`src/rtl/prefetch_biu.sv`:
```
module prefetch_biu #(
  parameter int ADDR_W  = 20,
  parameter int DEPTH   = 4,
  parameter int STALL_W = 16
) (
  input  logic                        clk,
  input  logic                        rst_n,
  input  logic                        pop_req,
  output logic [7:0]                  op_byte,
  output logic [$clog2(DEPTH+1)-1:0]  q_level,
  input  logic                        branch,
  input  logic [ADDR_W-1:0]           branch_addr,
  input  logic                        xfer_go,
  input  logic                        xfer_wr,
  input  logic                        xfer_io,
  input  logic                        xfer_word,
  input  logic [ADDR_W-1:0]           xfer_addr,
  input  logic [15:0]                 xfer_wdata,
  output logic                        xfer_done,
  output logic [15:0]                 xfer_rdata,
  output logic                        bus_active,
  output logic                        bus_strobe,
  output logic [ADDR_W-1:0]           bus_addr,
  output logic                        bus_io,
  output logic                        bus_wr,
  output logic [7:0]                  bus_wdata,
  input  logic [7:0]                  bus_rdata,
  output logic [STALL_W-1:0]          stall_count
);
  localparam int CW = $clog2(DEPTH + 1);
  localparam int PW = (DEPTH > 1) ? $clog2(DEPTH) : 1;
  localparam logic [CW-1:0] FULL = CW'(DEPTH);
  localparam logic [PW-1:0] LAST = PW'(DEPTH - 1);

  logic [7:0]        q_mem [DEPTH];
  logic [PW-1:0]     rd_ptr, wr_ptr;
  logic [CW-1:0]     q_cnt, cnt_nx;
  logic [ADDR_W-1:0] pf_addr, pf_addr_nx;

  logic              busy;
  logic [1:0]        phase;
  logic              cur_data, cur_word, cur_hi, cur_drop;
  logic [7:0]        wdata_hi;

  logic              pend, p_wr, p_io, p_word;
  logic [ADDR_W-1:0] p_addr;
  logic [15:0]       p_wdata;

  logic              e_wr, e_io, e_word;
  logic [ADDR_W-1:0] e_addr;
  logic [15:0]       e_wdata;

  logic at_end, slot, pf_end, data_end, second, waiting;
  logic push, pop, start_hi, start_data, start_pf, start_any;

  assign at_end   = busy && (phase == 2'd3);
  assign slot     = !busy || at_end;
  assign pf_end   = at_end && !cur_data;
  assign data_end = at_end && cur_data;
  assign second   = data_end && cur_word && !cur_hi;
  assign waiting  = pend || xfer_go;

  assign push = pf_end && !cur_drop && !branch;
  assign pop  = pop_req && (q_cnt != '0) && !branch;

  assign cnt_nx     = branch ? '0 : q_cnt + CW'(push) - CW'(pop);
  assign pf_addr_nx = branch ? branch_addr : (push ? pf_addr + 1'b1 : pf_addr);

  assign start_hi   = slot && second;
  assign start_data = slot && !second && waiting;
  assign start_pf   = slot && !second && !waiting && (cnt_nx < FULL);
  assign start_any  = start_hi || start_data || start_pf;

  assign e_wr    = pend ? p_wr    : xfer_wr;
  assign e_io    = pend ? p_io    : xfer_io;
  assign e_word  = pend ? p_word  : xfer_word;
  assign e_addr  = pend ? p_addr  : xfer_addr;
  assign e_wdata = pend ? p_wdata : xfer_wdata;

  assign op_byte    = q_mem[rd_ptr];
  assign q_level    = q_cnt;
  assign bus_active = busy;
  assign bus_strobe = busy && (phase == 2'd0);

  always_ff @(posedge clk) begin
    if (push) q_mem[wr_ptr] <= bus_rdata;
  end

  always_ff @(posedge clk) begin
    if (!rst_n) begin
      rd_ptr  <= '0;
      wr_ptr  <= '0;
      q_cnt   <= '0;
      pf_addr <= '0;
    end else begin
      q_cnt   <= cnt_nx;
      pf_addr <= pf_addr_nx;
      if (branch) begin
        rd_ptr <= '0;
        wr_ptr <= '0;
      end else begin
        if (push) wr_ptr <= (wr_ptr == LAST) ? '0 : wr_ptr + 1'b1;
        if (pop)  rd_ptr <= (rd_ptr == LAST) ? '0 : rd_ptr + 1'b1;
      end
    end
  end

  always_ff @(posedge clk) begin
    if (!rst_n) begin
      pend    <= 1'b0;
      p_wr    <= 1'b0;
      p_io    <= 1'b0;
      p_word  <= 1'b0;
      p_addr  <= '0;
      p_wdata <= '0;
    end else begin
      if (start_data)   pend <= 1'b0;
      else if (xfer_go) pend <= 1'b1;
      if (xfer_go) begin
        p_wr    <= xfer_wr;
        p_io    <= xfer_io;
        p_word  <= xfer_word;
        p_addr  <= xfer_addr;
        p_wdata <= xfer_wdata;
      end
    end
  end

  always_ff @(posedge clk) begin
    if (!rst_n) begin
      busy      <= 1'b0;
      phase     <= 2'd0;
      cur_data  <= 1'b0;
      cur_word  <= 1'b0;
      cur_hi    <= 1'b0;
      cur_drop  <= 1'b0;
      wdata_hi  <= '0;
      bus_addr  <= '0;
      bus_io    <= 1'b0;
      bus_wr    <= 1'b0;
      bus_wdata <= '0;
    end else begin
      if (start_any) begin
        busy     <= 1'b1;
        phase    <= 2'd0;
        cur_drop <= 1'b0;
      end else begin
        if (at_end) busy <= 1'b0;
        if (busy)   phase <= phase + 2'd1;
        if (branch && busy && !cur_data) cur_drop <= 1'b1;
      end
      if (start_hi) begin
        cur_hi    <= 1'b1;
        bus_addr  <= bus_addr + 1'b1;
        bus_wdata <= wdata_hi;
      end else if (start_data) begin
        cur_data  <= 1'b1;
        cur_word  <= e_word;
        cur_hi    <= 1'b0;
        bus_addr  <= e_addr;
        bus_io    <= e_io;
        bus_wr    <= e_wr;
        bus_wdata <= e_wdata[7:0];
        wdata_hi  <= e_wdata[15:8];
      end else if (start_pf) begin
        cur_data  <= 1'b0;
        cur_word  <= 1'b0;
        cur_hi    <= 1'b0;
        bus_addr  <= pf_addr_nx;
        bus_io    <= 1'b0;
        bus_wr    <= 1'b0;
      end
    end
  end

  always_ff @(posedge clk) begin
    if (!rst_n) begin
      xfer_done  <= 1'b0;
      xfer_rdata <= '0;
    end else begin
      xfer_done <= data_end && (!cur_word || cur_hi);
      if (data_end) begin
        if (!cur_word)   xfer_rdata <= {8'h00, bus_rdata};
        else if (!cur_hi) xfer_rdata[7:0] <= bus_rdata;
        else              xfer_rdata[15:8] <= bus_rdata;
      end
    end
  end

  always_ff @(posedge clk) begin
    if (!rst_n) stall_count <= '0;
    else if (pop_req && (q_cnt == '0) && !branch && (stall_count != '1))
      stall_count <= stall_count + 1'b1;
  end

  a_r1_level_max: assert property (@(posedge clk) disable iff (!rst_n)
    q_level <= FULL);

  a_r9_no_push_when_full: assert property (@(posedge clk) disable iff (!rst_n)
    !(push && !pop && (q_cnt == FULL)));

  a_r2_cycle_len: assert property (@(posedge clk) disable iff (!rst_n)
    bus_strobe |=> (bus_active && !bus_strobe) ##1 (bus_active && !bus_strobe)
                   ##1 (bus_active && !bus_strobe));

  a_r3_word_second_byte: assert property (@(posedge clk) disable iff (!rst_n)
    (bus_strobe && cur_data && cur_word && !cur_hi) |=> ##3
      (bus_strobe && (bus_addr == $past(bus_addr, 4) + 1'b1)));

  a_r4_data_first: assert property (@(posedge clk) disable iff (!rst_n)
    (slot && waiting && !second) |=>
      (bus_strobe && (bus_addr == $past(pend ? p_addr : xfer_addr))));

  a_r6_flush_empty: assert property (@(posedge clk) disable iff (!rst_n)
    branch |=> (q_level == '0));

  a_r7_no_abort: assert property (@(posedge clk) disable iff (!rst_n)
    (branch && busy && (phase != 2'd3)) |=> (bus_active && !bus_strobe));

  a_r5_hold_when_fed: assert property (@(posedge clk) disable iff (!rst_n)
    !(pop_req && (q_level == '0) && !branch) |=> $stable(stall_count));
endmodule

```
`config.mk`:
```
export PLATFORM = sky130hd
export DESIGN_NAME = prefetch_biu
export DESIGN_NICKNAME = d
export VERILOG_FILES = /design/src/rtl/prefetch_biu.sv
export SDC_FILE = /design/constraint.sdc
export NUM_CORES = 1
export LEC_CHECK = 0
export BUFFER_PORTS_ARGS = -buffer_cell sky130_fd_sc_hd__buf_2
export CAP_MARGIN = 20
export CELL_PAD_IN_SITES_DETAIL_PLACEMENT = 0
export CELL_PAD_IN_SITES_GLOBAL_PLACEMENT = 1
export CORE_MARGIN = 5
export CORE_UTILIZATION = 46
export CTS_CLUSTER_SIZE = 14
export DETAILED_ROUTE_END_ITERATION = 8
export PLACE_DENSITY = 0.88
export SYNTH_ARGS = -nofsm -noshare
export SYNTH_HDL_FRONTEND = slang
export SYNTH_SLANG_ARGS = --single-unit
```
`constraint.sdc`:
```
create_clock -name clk -period 6.2 [get_ports clk]
set_input_delay 0.62 -clock clk [delete_from_list [all_inputs] [get_ports clk]]
set_output_delay 0.62 -clock clk [all_outputs]
set_load 0.005 [all_outputs]
```
==> key figures <==
Logic synthesis
  – Count of cell types in the netlist: 60
  – Syn_nets: 932
  – Synthesized area: 8200 sq um
  – Area contributors post-synth: dfxtp_1 (36%), edfxtp_1 (12%), mux2i_1 (7.8%)
  – Post-synth top area share: 35.9%
  – Yosys reg bits: 179
  – Post-Syn Instances: 848
  – Post-synth EDFFs: 32
  – Asr flop ratio synth: 0%
  – Mean Syn Cell Area: 9.66 sq um
  – Most area-hungry cell type in the Yosys netlist: dfxtp_1
  – Seq/Total Area, Yosys: 47.6%
  – Ys Warns: 0
  – Most used DFF post-synth: dfxtp_1

Detailed routing
  – Routed Antenna Nets: 0
  – Drt pass-1 iters: 7
  – DR DRC count: 0
  – DR vias/cell: 5.67
  – Routed length per instance: 17.6 microns
  – WL final: 21200 microns
  – DRT iter0 DRCs: 582
  – Via total after detailed routing: 6853

GRT
  – First-pass GRT wire length: 33100 microns
  – Number of global-route vias before repair: 6268
  – Routing usage on met1: 27.8%
  – Grt peak-use layer: met2
  – All-layer global routing usage: 20.3%
  – Met3 Resource Use GR: 4.59%
  – GR Overflow Total: 0
  – Initial antenna violation count: 0
  – Largest net degree at the start of global routing: 91
  – M2 GR Usage: 32.7%

Clock tree
  – Clock-pin slew on the worst setup and hold paths: 0.07 ns
  – Postcts setup bufs: 0
  – Clock Tree Buf Depth: 2
  – Num CTS Buffers: 17
  – Root Buffer: clkbuf_16
  – Clk_lat worst skew: 0.44 ns
  – Clock sinks: 179
  – Hold_buf cts: 0
  – H-tree levels: 4
  – CTS tree: built
  – CTS resizes: 0

Setup path
  – Arrival time worst endpoint: 4.36 ns
  – Nature of the critical path startpoint: primary input
  – Critical path capture point type: register
  – CP Class: in -> reg
  – Required @ worst endpoint: 6.53 ns
  – CP max FO: 44

Floorplan
  – Row Count: 48
  – Die Height: 143 microns
  – Die W: 143 microns
  – Core area: 17400 sq um
  – Die area: 20600 sq um
  – I/O Pins: 148
  – Initial Utilization: 47.1%

Flow run
  – Number of max-cap violations: 0

Placement
  – Port bufs: 147
  – Placed Instances: 1177
  – Placed inst area: 9080 sq um
  – Detailed placement HPWL: 14900 microns
  – Global placer's final weighted congestion: 0.884

Timing
  – Fmax: 248 MHz
  – Fin Clk Skew: 0.0107 ns
  – Slew HR: 33.9%
  – Final Hold Fails: 0
  – Final slew viol count: 0
  – RSZ-0062 raised after global routing: false
  – Worst Tran Pin Value: 0.991 ns
  – Setup violators final: 0
  – Setup TNS Final: 0 ns
  – Crit path time final: 4.04 ns
  – Period utilization: 65.1%

Min path
  – Hold WC Path Type: in -> reg

Finish
  – Final net count: 1055
  – Layout cells sized above 1: 22.7%
  – Final Cell Area: 9680 sq um
  – ANT cells: 0
  – Syn-to-layout area delta: 18.2%
  – Layout Cells excl Fill: 1209

Pwr
  – Pwr Total: 2.60 mW
  – VDD IR-drop max: 0.000201 V
  – PwrDens: 268 nW/um^2
  – Lkg Pwr: 3.89 nW

Outcome
  – Status: complete, no violations
[per-stage QoR]
stage          setup WS, ns  utilization (%)  hold WS [ns]
2_1_floorplan          3.06                -         0.451
3_3_place_gp           1.81             52.1         0.444
3_5_place_dp           1.74             52.1         0.448
4_1_cts                2.17             55.6         0.422
5_1_grt                1.77             55.6         0.439
6_report               2.16             55.6         0.430
[cell usage in the layout (no fill, tap or decap), drive strengths merged, types with 16 or more instances in the layout]
cell type  synthesis  final
a21oi             44     44
buf               12    155
clkbuf            39     20
dfxtp            147    147
edfxtp            32     32
inv               12     18
mux2i             64     64
nand2             52     52
nand2b            16     16
nand3             31     31
nand4             17     17
nor2             121    121
nor3              22     22
o21ai             29     29
xnor2             23     23
[power by group]
part	switching [mW]	total, mW	internal [mW]
combinational	0.132	0.235	0.103
sequential	0.0430	1.27	1.23
clock	0.489	1.09	0.603
total	0.664	2.60	1.93
[layer usage]
| layer | share of wire [%] | vias to the layer above |
|---|---|---|
| met5 | 0 | - |
| met3 | 6.8 | 27 |
| met2 | 46 | 229 |
| met1 | 45 | 3254 |
| li1 | - | 3343 |
| met4 | 1.7 | 0 |
[flip-flops by register name, summed over array words and instances (netlist names), 2 cells and up, named ones only]
name	flops
q_mem	32
bus_addr	20
p_addr	20
pf_addr	20
p_wdata	16
stall_count	16
xfer_rdata	16
bus_wdata	8
wdata_hi	8
q_level	3
phase	2
rd_ptr	2
wr_ptr	2
[cell families (layout without fill, tap and decap cells)]
group	after synthesis	after routing	synth area share, %
xor+xnor	37	37	4.14
buf+inv	63	199	2.98
fa+ha+maj	12	12	1.92
flops	179	179	47.6
simple gates	317	317	18.8
mux	84	84	11.7
compound gates	156	156	12.8
[critical path, stage by stage]
cell	delay (ns)
buf_2	0.56
inv_1	0.52
nand2_1	0.14
o21ai_0	0.09
ha_1	0.22
fa_1	0.37
xor3_1	0.26
o311ai_1	0.10
buf_4	0.22
nand2_1	0.65
o21ai_0	0.20
a221oi_1	0.33
nor2_1	0.07
[worst paths after layout]
path | depth (start not counted) | startpoint | to | slack, ns
worst max-delay path | 13 | branch | bus_addr[5]$_SDFFE_PN0P_ | 2.16
worst min-delay path | 3 | xfer_addr[10] | p_addr[10]$_SDFFE_PN0P_ | 0.43
worst max register to register | 13 | phase[0]$_SDFFE_PP0P_ | bus_addr[5]$_SDFFE_PN0P_ | 2.44
worst min register to register | 2 | xfer_rdata[1]$_SDFFE_PN0P_ | xfer_rdata[1]$_SDFFE_PN0P_ | 0.46
[layout make-up]
cell class,instances,area (sq um)
clock inverter,12,136
inverter,12,46.3
tap,225,282
sequential,179,3910
timing repair buffer,155,796
multi-input combinational,606,4050
clock buffer,20,467
fill,1639,7730
[Yosys cell counts (7+ instances only)]
library cell / count
and3_1: 15
nor2_1: 121
a21oi_1: 43
edfxtp_1: 32
o211ai_1: 7
ha_1: 11
nand2_1: 52
mux4_2: 8
nand3_1: 31
a22oi_1: 8
a31oi_1: 8
nand4_1: 17
a211oi_1: 13
clkbuf_1: 39
mux2_2: 12
xor2_1: 13
xnor2_1: 23
mux2i_1: 64
a222oi_1: 9
nor4_1: 7
dfxtp_1: 147
nor3_1: 22
nand2b_1: 16
inv_1: 11
and2_1: 10
o21ai_0: 28
(Power assumes the default switching activity.)
